## config.mk

```make
export PLATFORM = sky130hd
export DESIGN_NAME = wprot_gate
export DESIGN_NICKNAME = d
export VERILOG_FILES = /design/src/rtl/wprot_pkg.sv /design/src/rtl/wprot_range.sv /design/src/rtl/wprot_srlock.sv /design/src/rtl/wprot_gate.sv
export SDC_FILE = /design/constraint.sdc
export NUM_CORES = 1
export LEC_CHECK = 0
export ABC_AREA = 1
export BUFFER_PORTS_ARGS = -buffer_cell sky130_fd_sc_hd__buf_4
export CAP_MARGIN = 20
export CORE_AREA = 2 2 39 41
export DETAILED_ROUTE_END_ITERATION = 7
export DIE_AREA = 0 0 41 43
export PLACE_DENSITY_LB_ADDON = 0.3
export SLEW_MARGIN = 20
export SYNTH_ARGS = -nofsm -noshare
export SYNTH_HDL_FRONTEND = slang
export SYNTH_SLANG_ARGS = --single-unit
```

## constraint.sdc

```tcl
create_clock -name clk -period 3 [get_ports clk]
set_clock_uncertainty 0.1 [all_clocks]
set_input_delay 0.6 -clock clk [delete_from_list [all_inputs] [get_ports clk]]
set_output_delay 0.6 -clock clk [all_outputs]
set_load 0.01 [all_outputs]
```

## src/rtl/wprot_pkg.sv

```systemverilog
package wprot_pkg;

    typedef enum logic [1:0] {
        WS_IDLE     = 2'd0,
        WS_SR_HOLD  = 2'd1,
        WS_ARR_HOLD = 2'd2
    } wstate_t;

    typedef enum logic [1:0] {
        LK_NONE    = 2'b00,
        LK_QUARTER = 2'b01,
        LK_HALF    = 2'b10,
        LK_ALL     = 2'b11
    } lock_t;

endpackage

```

## src/rtl/wprot_range.sv

```systemverilog
module wprot_range
    import wprot_pkg::*;
#(
    parameter int ADDR_W = 11
) (
    input  logic [1:0]        lock_sel,
    input  logic [ADDR_W-1:0] addr,
    output logic              locked
);
    localparam int unsigned SPAN   = 1 << ADDR_W;
    localparam int unsigned HALF_LO = SPAN - (SPAN >> 1);
    localparam int unsigned QUAR_LO = SPAN - (SPAN >> 2);

    logic [ADDR_W:0] addr_x;
    logic            in_half;
    logic            in_quar;

    assign addr_x  = {1'b0, addr};
    assign in_half = (addr_x >= HALF_LO[ADDR_W:0]);
    assign in_quar = (addr_x >= QUAR_LO[ADDR_W:0]);

    always_comb begin
        unique case (lock_t'(lock_sel))
            LK_NONE:    locked = 1'b0;
            LK_QUARTER: locked = in_quar;
            LK_HALF:    locked = in_half;
            LK_ALL:     locked = 1'b1;
            default:    locked = 1'b1;
        endcase
    end

    // quarter range sits inside half range
    always_comb begin
        assert (!in_quar || in_half) else $error("p_nested_ranges_r2");
    end
endmodule

```

## src/rtl/wprot_srlock.sv

```systemverilog
module wprot_srlock (
    input  logic wp_en,
    input  logic wp_n,
    output logic sr_frozen
);
    // pin has effect only when the enable bit is set
    assign sr_frozen = wp_en & ~wp_n;
endmodule

```

## src/rtl/wprot_gate.sv

```systemverilog
module wprot_gate
    import wprot_pkg::*;
#(
    parameter int ADDR_W = 11
) (
    input  logic              clk,
    input  logic              rst_n,
    input  logic [1:0]        lock_sel,
    input  logic              wp_en,
    input  logic              wp_n,
    input  logic              wel,
    input  logic              wip,
    input  logic [ADDR_W-1:0] addr,
    input  logic              sr_req,
    input  logic              arr_req,
    output logic              arr_grant,
    output logic              sr_grant,
    output logic              sr_commit,
    output logic              arr_commit
);
    wstate_t state, state_nx;
    logic    wip_q;
    logic    locked;
    logic    sr_frozen;
    logic    idle_ok;
    logic    wip_fell;

    wprot_range #(.ADDR_W(ADDR_W)) u_range (
        .lock_sel (lock_sel),
        .addr     (addr),
        .locked   (locked)
    );

    wprot_srlock u_srlock (
        .wp_en     (wp_en),
        .wp_n      (wp_n),
        .sr_frozen (sr_frozen)
    );

    assign wip_fell = wip_q & ~wip;

    // state register
    always_ff @(posedge clk or negedge rst_n) begin
        if (!rst_n) begin
            state <= WS_IDLE;
            wip_q <= 1'b0;
        end else begin
            state <= state_nx;
            wip_q <= wip;
        end
    end

    // next state
    always_comb begin
        state_nx = state;
        unique case (state)
            WS_IDLE: begin
                if (sr_grant)       state_nx = WS_SR_HOLD;   // take-status
                else if (arr_grant) state_nx = WS_ARR_HOLD;  // take-array
            end
            WS_SR_HOLD:  if (wip_fell) state_nx = WS_IDLE;   // release
            WS_ARR_HOLD: if (wip_fell) state_nx = WS_IDLE;   // release
            default:     state_nx = WS_IDLE;
        endcase
    end

    // outputs
    always_comb begin
        idle_ok    = (state == WS_IDLE) & wel & ~wip;
        sr_grant   = idle_ok & sr_req & ~sr_frozen;
        arr_grant  = idle_ok & arr_req & ~sr_req & ~locked;
        sr_commit  = (state == WS_SR_HOLD);
        arr_commit = (state == WS_ARR_HOLD);
    end

    p_wel_gate_r7: assert property (@(posedge clk) disable iff (!rst_n)
        (arr_grant || sr_grant) |-> wel);
    p_wip_gate_r8: assert property (@(posedge clk) disable iff (!rst_n)
        wip |-> !(arr_grant || sr_grant));
    p_frozen_r5: assert property (@(posedge clk) disable iff (!rst_n)
        (wp_en && !wp_n) |-> !sr_grant);
    p_full_lock_r4: assert property (@(posedge clk) disable iff (!rst_n)
        (lock_sel == 2'b11) |-> !arr_grant);
    p_enter_r9: assert property (@(posedge clk) disable iff (!rst_n)
        sr_grant |=> sr_commit);
    p_hold_r9: assert property (@(posedge clk) disable iff (!rst_n)
        (sr_commit && wip) |=> sr_commit);
    p_single_r10: assert property (@(posedge clk) disable iff (!rst_n)
        !(arr_grant && sr_grant));
    p_busy_r12: assert property (@(posedge clk) disable iff (!rst_n)
        (sr_commit || arr_commit) |-> !(arr_grant || sr_grant));
    p_one_commit_r11: assert property (@(posedge clk) disable iff (!rst_n)
        $onehot0({sr_commit, arr_commit}));
endmodule

```

-- Word level (Yosys, flattened, before mapping)
Index checks and enable logic that the tools add are counted.
- register bits: 3
- input bits: 21
- output and inout port bits: 4
- word-level logic and storage cells: 34
- $lt $le $gt $ge: 2
- equal/unequal tests: 7
- multiplexer cells: 5
- bitwise gates (word level): 14
- reductions and logical operators: 4
- operator list (operator ; count):
    $ge A11 B11 Y1 const B ; 2
    $and A1 B1 Y1 ; 9
    $eq A2 B2 Y1 const B ; 3
    $mux W2 ; 3
    $not A1 Y1 ; 5
    $eq A2 B1 Y1 const B ; 2
    $logic_not A2 Y1 ; 2
    $pmux W1 S4 ; 1
    $pmux W2 S2 ; 1
    $ne A3 B3 Y1 const B ; 1
    $ne A2 B1 Y1 const B ; 1
    $reduce_and A2 Y1 ; 1
    $reduce_or A2 Y1 ; 1

-- Longest topological paths before layout
- depth in word-level cells: 9
- depth in mapped cells: 7
- depth with buffers taken out: 7

-- Hierarchy
Synthesis repeated with hierarchy kept, for this count alone.
- cells, all modules: 36
- area total of the unflattened synthesis: 247.7 um^2
- modules (own cells, without submodules) (module ; instances ; cells an instance ; area each (um^2) ; seq. area each (um^2)):
    wprot_gate ; 1 ; 31 ; 224.0 ; 75.1
    wprot_range ; 1 ; 3 ; 13.8 ; 0.0
    wprot_srlock ; 1 ; 2 ; 10.0 ; 0.0

-- Least setup slack after synthesis
OpenSTA, ideal clock, no wires.
- kind: input -> output
- from: in wip
- to: out arr_grant
- data arrival time: 1.163 ns
- data required time: 2.300 ns
- slack: 1.137 ns
- stages on the path: 3
- buffers on the path: 0
- path through: inv_2 -> nand3_2 -> nor4_1
- word-level cells in the longest chain between the ends: 5
- RTL lines (element ; RTL line ; text):
    from (decl) ; wprot_gate.sv:12 ; input logic wip,
    $not A1 Y1 ; wprot_gate.sv:69 ; idle_ok = (state == WS_IDLE) & wel & ~wip;
    $and A1 B1 Y1 ; wprot_gate.sv:69 ;
    $and A1 B1 Y1 (3 in series) ; wprot_gate.sv:71 ; arr_grant = idle_ok & arr_req & ~sr_req & ~locked;
    to (decl) ; wprot_gate.sv:16 ; output logic arr_grant,
No other way between the ends.

-- Worst setup path in the final report
- from: reg state[0]
- to: out arr_grant
- word-level cells in the longest chain between the ends: 6
- RTL lines (element ; RTL line ; text):
    from (decl) ; wprot_gate.sv:21 ; wstate_t state, state_nx;
    from (signal assigned) ; wprot_gate.sv:48 ; state <= state_nx;
    $logic_not A2 Y1 ; wprot_gate.sv:69 ;
    $and A1 B1 Y1 (2 in series) ; wprot_gate.sv:69 ;
    $and A1 B1 Y1 (3 in series) ; wprot_gate.sv:71 ;
No other way between the ends.

==> flow_metrics.tcl <==
set metrics [dict create \
    cts_resized 0 \
    diodes 0 \
    slew_violations 0 \
    track_usage 0.0796 \
    cts_root_buf "clkbuf_4" \
    max_slew.worst_pin.slew_ns 0.221 \
    antenna_found_initial 0 \
    cap_viol_max_count 0 \
    r2r-start "state[0]" \
    synth_cell_types 12 \
    grt_pass1_wl_um 952 \
    critPathLaunchType "register" \
    ctsHoldBuffers 0 \
    synth_simple_gate_area_frac 0.382 \
    synth_compound_area_frac 0.0441 \
    cts_tree "built" \
    fin_crit_sh 0.708 \
    drive_above_1_share 0.455 \
    start_util 0.184 \
    final.min_clock_period_ns 2.13 \
    io_pins 25 \
    p_comb_frac 0.458 \
    synthAdderAreaFrac 0.147 \
    drt_iter0_markers 0 \
    cts_buffers 3 \
    p_per_area_nw_per_um2 572 \
    endpoint_kind "output port" \
    clkPwrFrac 0.300 \
    final-setup-viol-count 0 \
    arrival_ns 1.43 \
    synth-seq-cells 3 \
    yosysWarningCount 0 \
    routed_wirelength_um 503 \
    postCtsSetupBuffers 0 \
    power_frac_seq 0.242 \
    reg2regPathDepth 7 \
    path_buf_inv 2 \
    dpl_worst_slack_ns 0.996 \
    dr_wl_met3_um 33 \
    place_congestion 0.646 \
    muxShareOfSynthArea 0 \
    wl_met2_um 272 \
    syn_nets 60 \
    via_per_inst 3.62 \
    setup_tns_ns 0 \
    dp_hpwl_um 445 \
    most-common-layout-cells "buf_4 (15), nand2_1 (8), inv_1 (7), nor2_1 (5)" \
    crit_slowest_cell "dfrtp_1" \
    rows 14 \
    htreeDepth 1 \
    required_ns 2.30 \
    ir_worst_vdd_uv 328 \
    cpPeakStageDelay_ns 0.39 \
    drc 0 \
    leakage_nw 0.240 \
    fin_ws_ns 0.875 \
    crit_chain "inv_1 > ha_1 > nand3_2 > nor4_1 > buf_4" \
    dieWidth_um 41 \
    clk_path_buf_depth 2 \
    outcome "complete, no violations" \
    syn_area_per_cell_um2 7.09 \
    multi_input_area_um2 146 \
    first_global_vias 257 \
    netSwitchingFraction 0.348 \
    fillers 150 \
    timing.slew.headroom 0.851 \
    synth_area_um2 255 \
    worst_hold_path_type "primary input to asynchronous set/reset pin" \
    core_region_area_um2 1380 \
    max_freq_ghz 0.471 \
    synthToLayoutAreaGrowth_pct 62.3 \
    grt_overflow 0 \
    reg2reg_to "state[0]" \
    die_h_um 43 \
    clkTransAtPathRegs_ns 0.04 \
    die_area_um2 1760 \
    layout.area.seq_um2 75.1 \
    synth_top_family_by_area "simple AND/OR/NAND/NOR gates" \
    path_class "register to output port" \
    layout.nets 80 \
    top_layer "met3" \
    cts_sinks 3 \
    post_synth_xor_area_fraction 0 \
    dr.pass1.iters 1 \
    intPower_mw 0.155 \
    port_buffers 15 \
    grt_setup_unrepaired "false" \
    drt-wirelength-per-cell_um 7.08 \
    via_count 257 \
    p_sw_mw 0.0825 \
    grt_max_degree 4 \
    hold_viol 0 \
    synth_cells 36 \
    ant_nets 0 \
    yosysSeqAreaShare 0.294 \
    layout_commonest_cell "buf_4" \
    crit_family "flip-flops" \
    wl_met1_um 196 \
    rrSetupSlack_ns 1.63 \
    insertion_delay_ns 0.23 \
    path_max_fanout 3 \
]
==> registers in the layout, summed over array words and instances, names as in the netlist <==
signal and cells:
state 2, wip_q 1
==> cells by family after synthesis <==
| family | after synthesis |
|---|---|
| simple gates | 20 |
| flops | 3 |
| buf+inv | 9 |
| compound gates | 1 |
| fa+ha+maj | 3 |
==> metrics by stage <==
| step | instances | power, mW | area [um^2] | utilization | hold WS [ns] |
|---|---|---|---|---|---|
| global placement | 67 | 0.168 | 388 | 0.280 | 0.290 |
| detailed placement | 67 | 0.170 | 388 | 0.280 | 0.291 |
| floorplan | 36 | 0.133 | 255 | - | 0.204 |
| CTS | 71 | 0.246 | 414 | 0.299 | 0.0378 |
| finish | 71 | 0.237 | 414 | 0.299 | 0.0481 |
| global route | 71 | 0.268 | 414 | 0.299 | 0.0364 |
==> worst max path at each step <==
stage | from | end | slack (ns) | cells past startpoint
6_report | state[0] | arr_grant | 0.87 | 5
3_5_place_dp | wip | arr_grant | 1.0 | 5
3_3_place_gp | wip | arr_grant | 0.99 | 5
5_1_grt | state[0] | arr_grant | 0.72 | 5
2_1_floorplan | wip | arr_grant | 1.14 | 3
4_1_cts | state[0] | arr_grant | 0.83 | 5
==> routing by layer <==
metal,track usage,up-vias
met2,0.119,6
met5,0,-
met1,0.0942,106
met3,0,0
met4,0.0800,0
li1,-,145
==> synthesized netlist by cell type <==
cell | instances | share of area
nor4_1 | 1 | 0.025
o21bai_2 | 1 | 0.044
inv_1 | 7 | 0.10
nand2_1 | 8 | 0.12
inv_2 | 2 | 0.029
nand2_2 | 1 | 0.025
nand3_2 | 2 | 0.078
nor2_2 | 1 | 0.025
dfrtp_1 | 3 | 0.29
nand3_1 | 2 | 0.039
nor2_1 | 5 | 0.074
ha_1 | 3 | 0.15
==> worst reg2reg max path: stages (launching register included) <==
cell      delay [ns]
dfrtp_1         0.37
inv_1           0.07
ha_1            0.30
nand2_2         0.10
inv_2           0.03
o21bai_2        0.18
nand3_1         0.07
nand2_1         0.05
==> layout make-up <==
class,count,area share
Multi-Input combinational cell,24,0.353
Timing Repair Buffer,15,0.272
Sequential cell,3,0.181
Inverter,9,0.0816
Clock buffer,4,0.0634
Tap cell,16,0.0483
==> power groups by stage <==
stage,logic [mW],clock network [mW],registers [mW]
2_1_floorplan,0.0765,0,0.0561
3_3_place_gp,0.110,0,0.0577
3_5_place_dp,0.112,0,0.0581
4_1_cts,0.112,0.0763,0.0575
5_1_grt,0.130,0.0790,0.0590
6_report,0.109,0.0712,0.0574
Note: power is estimated with default switching activity, not from simulation.
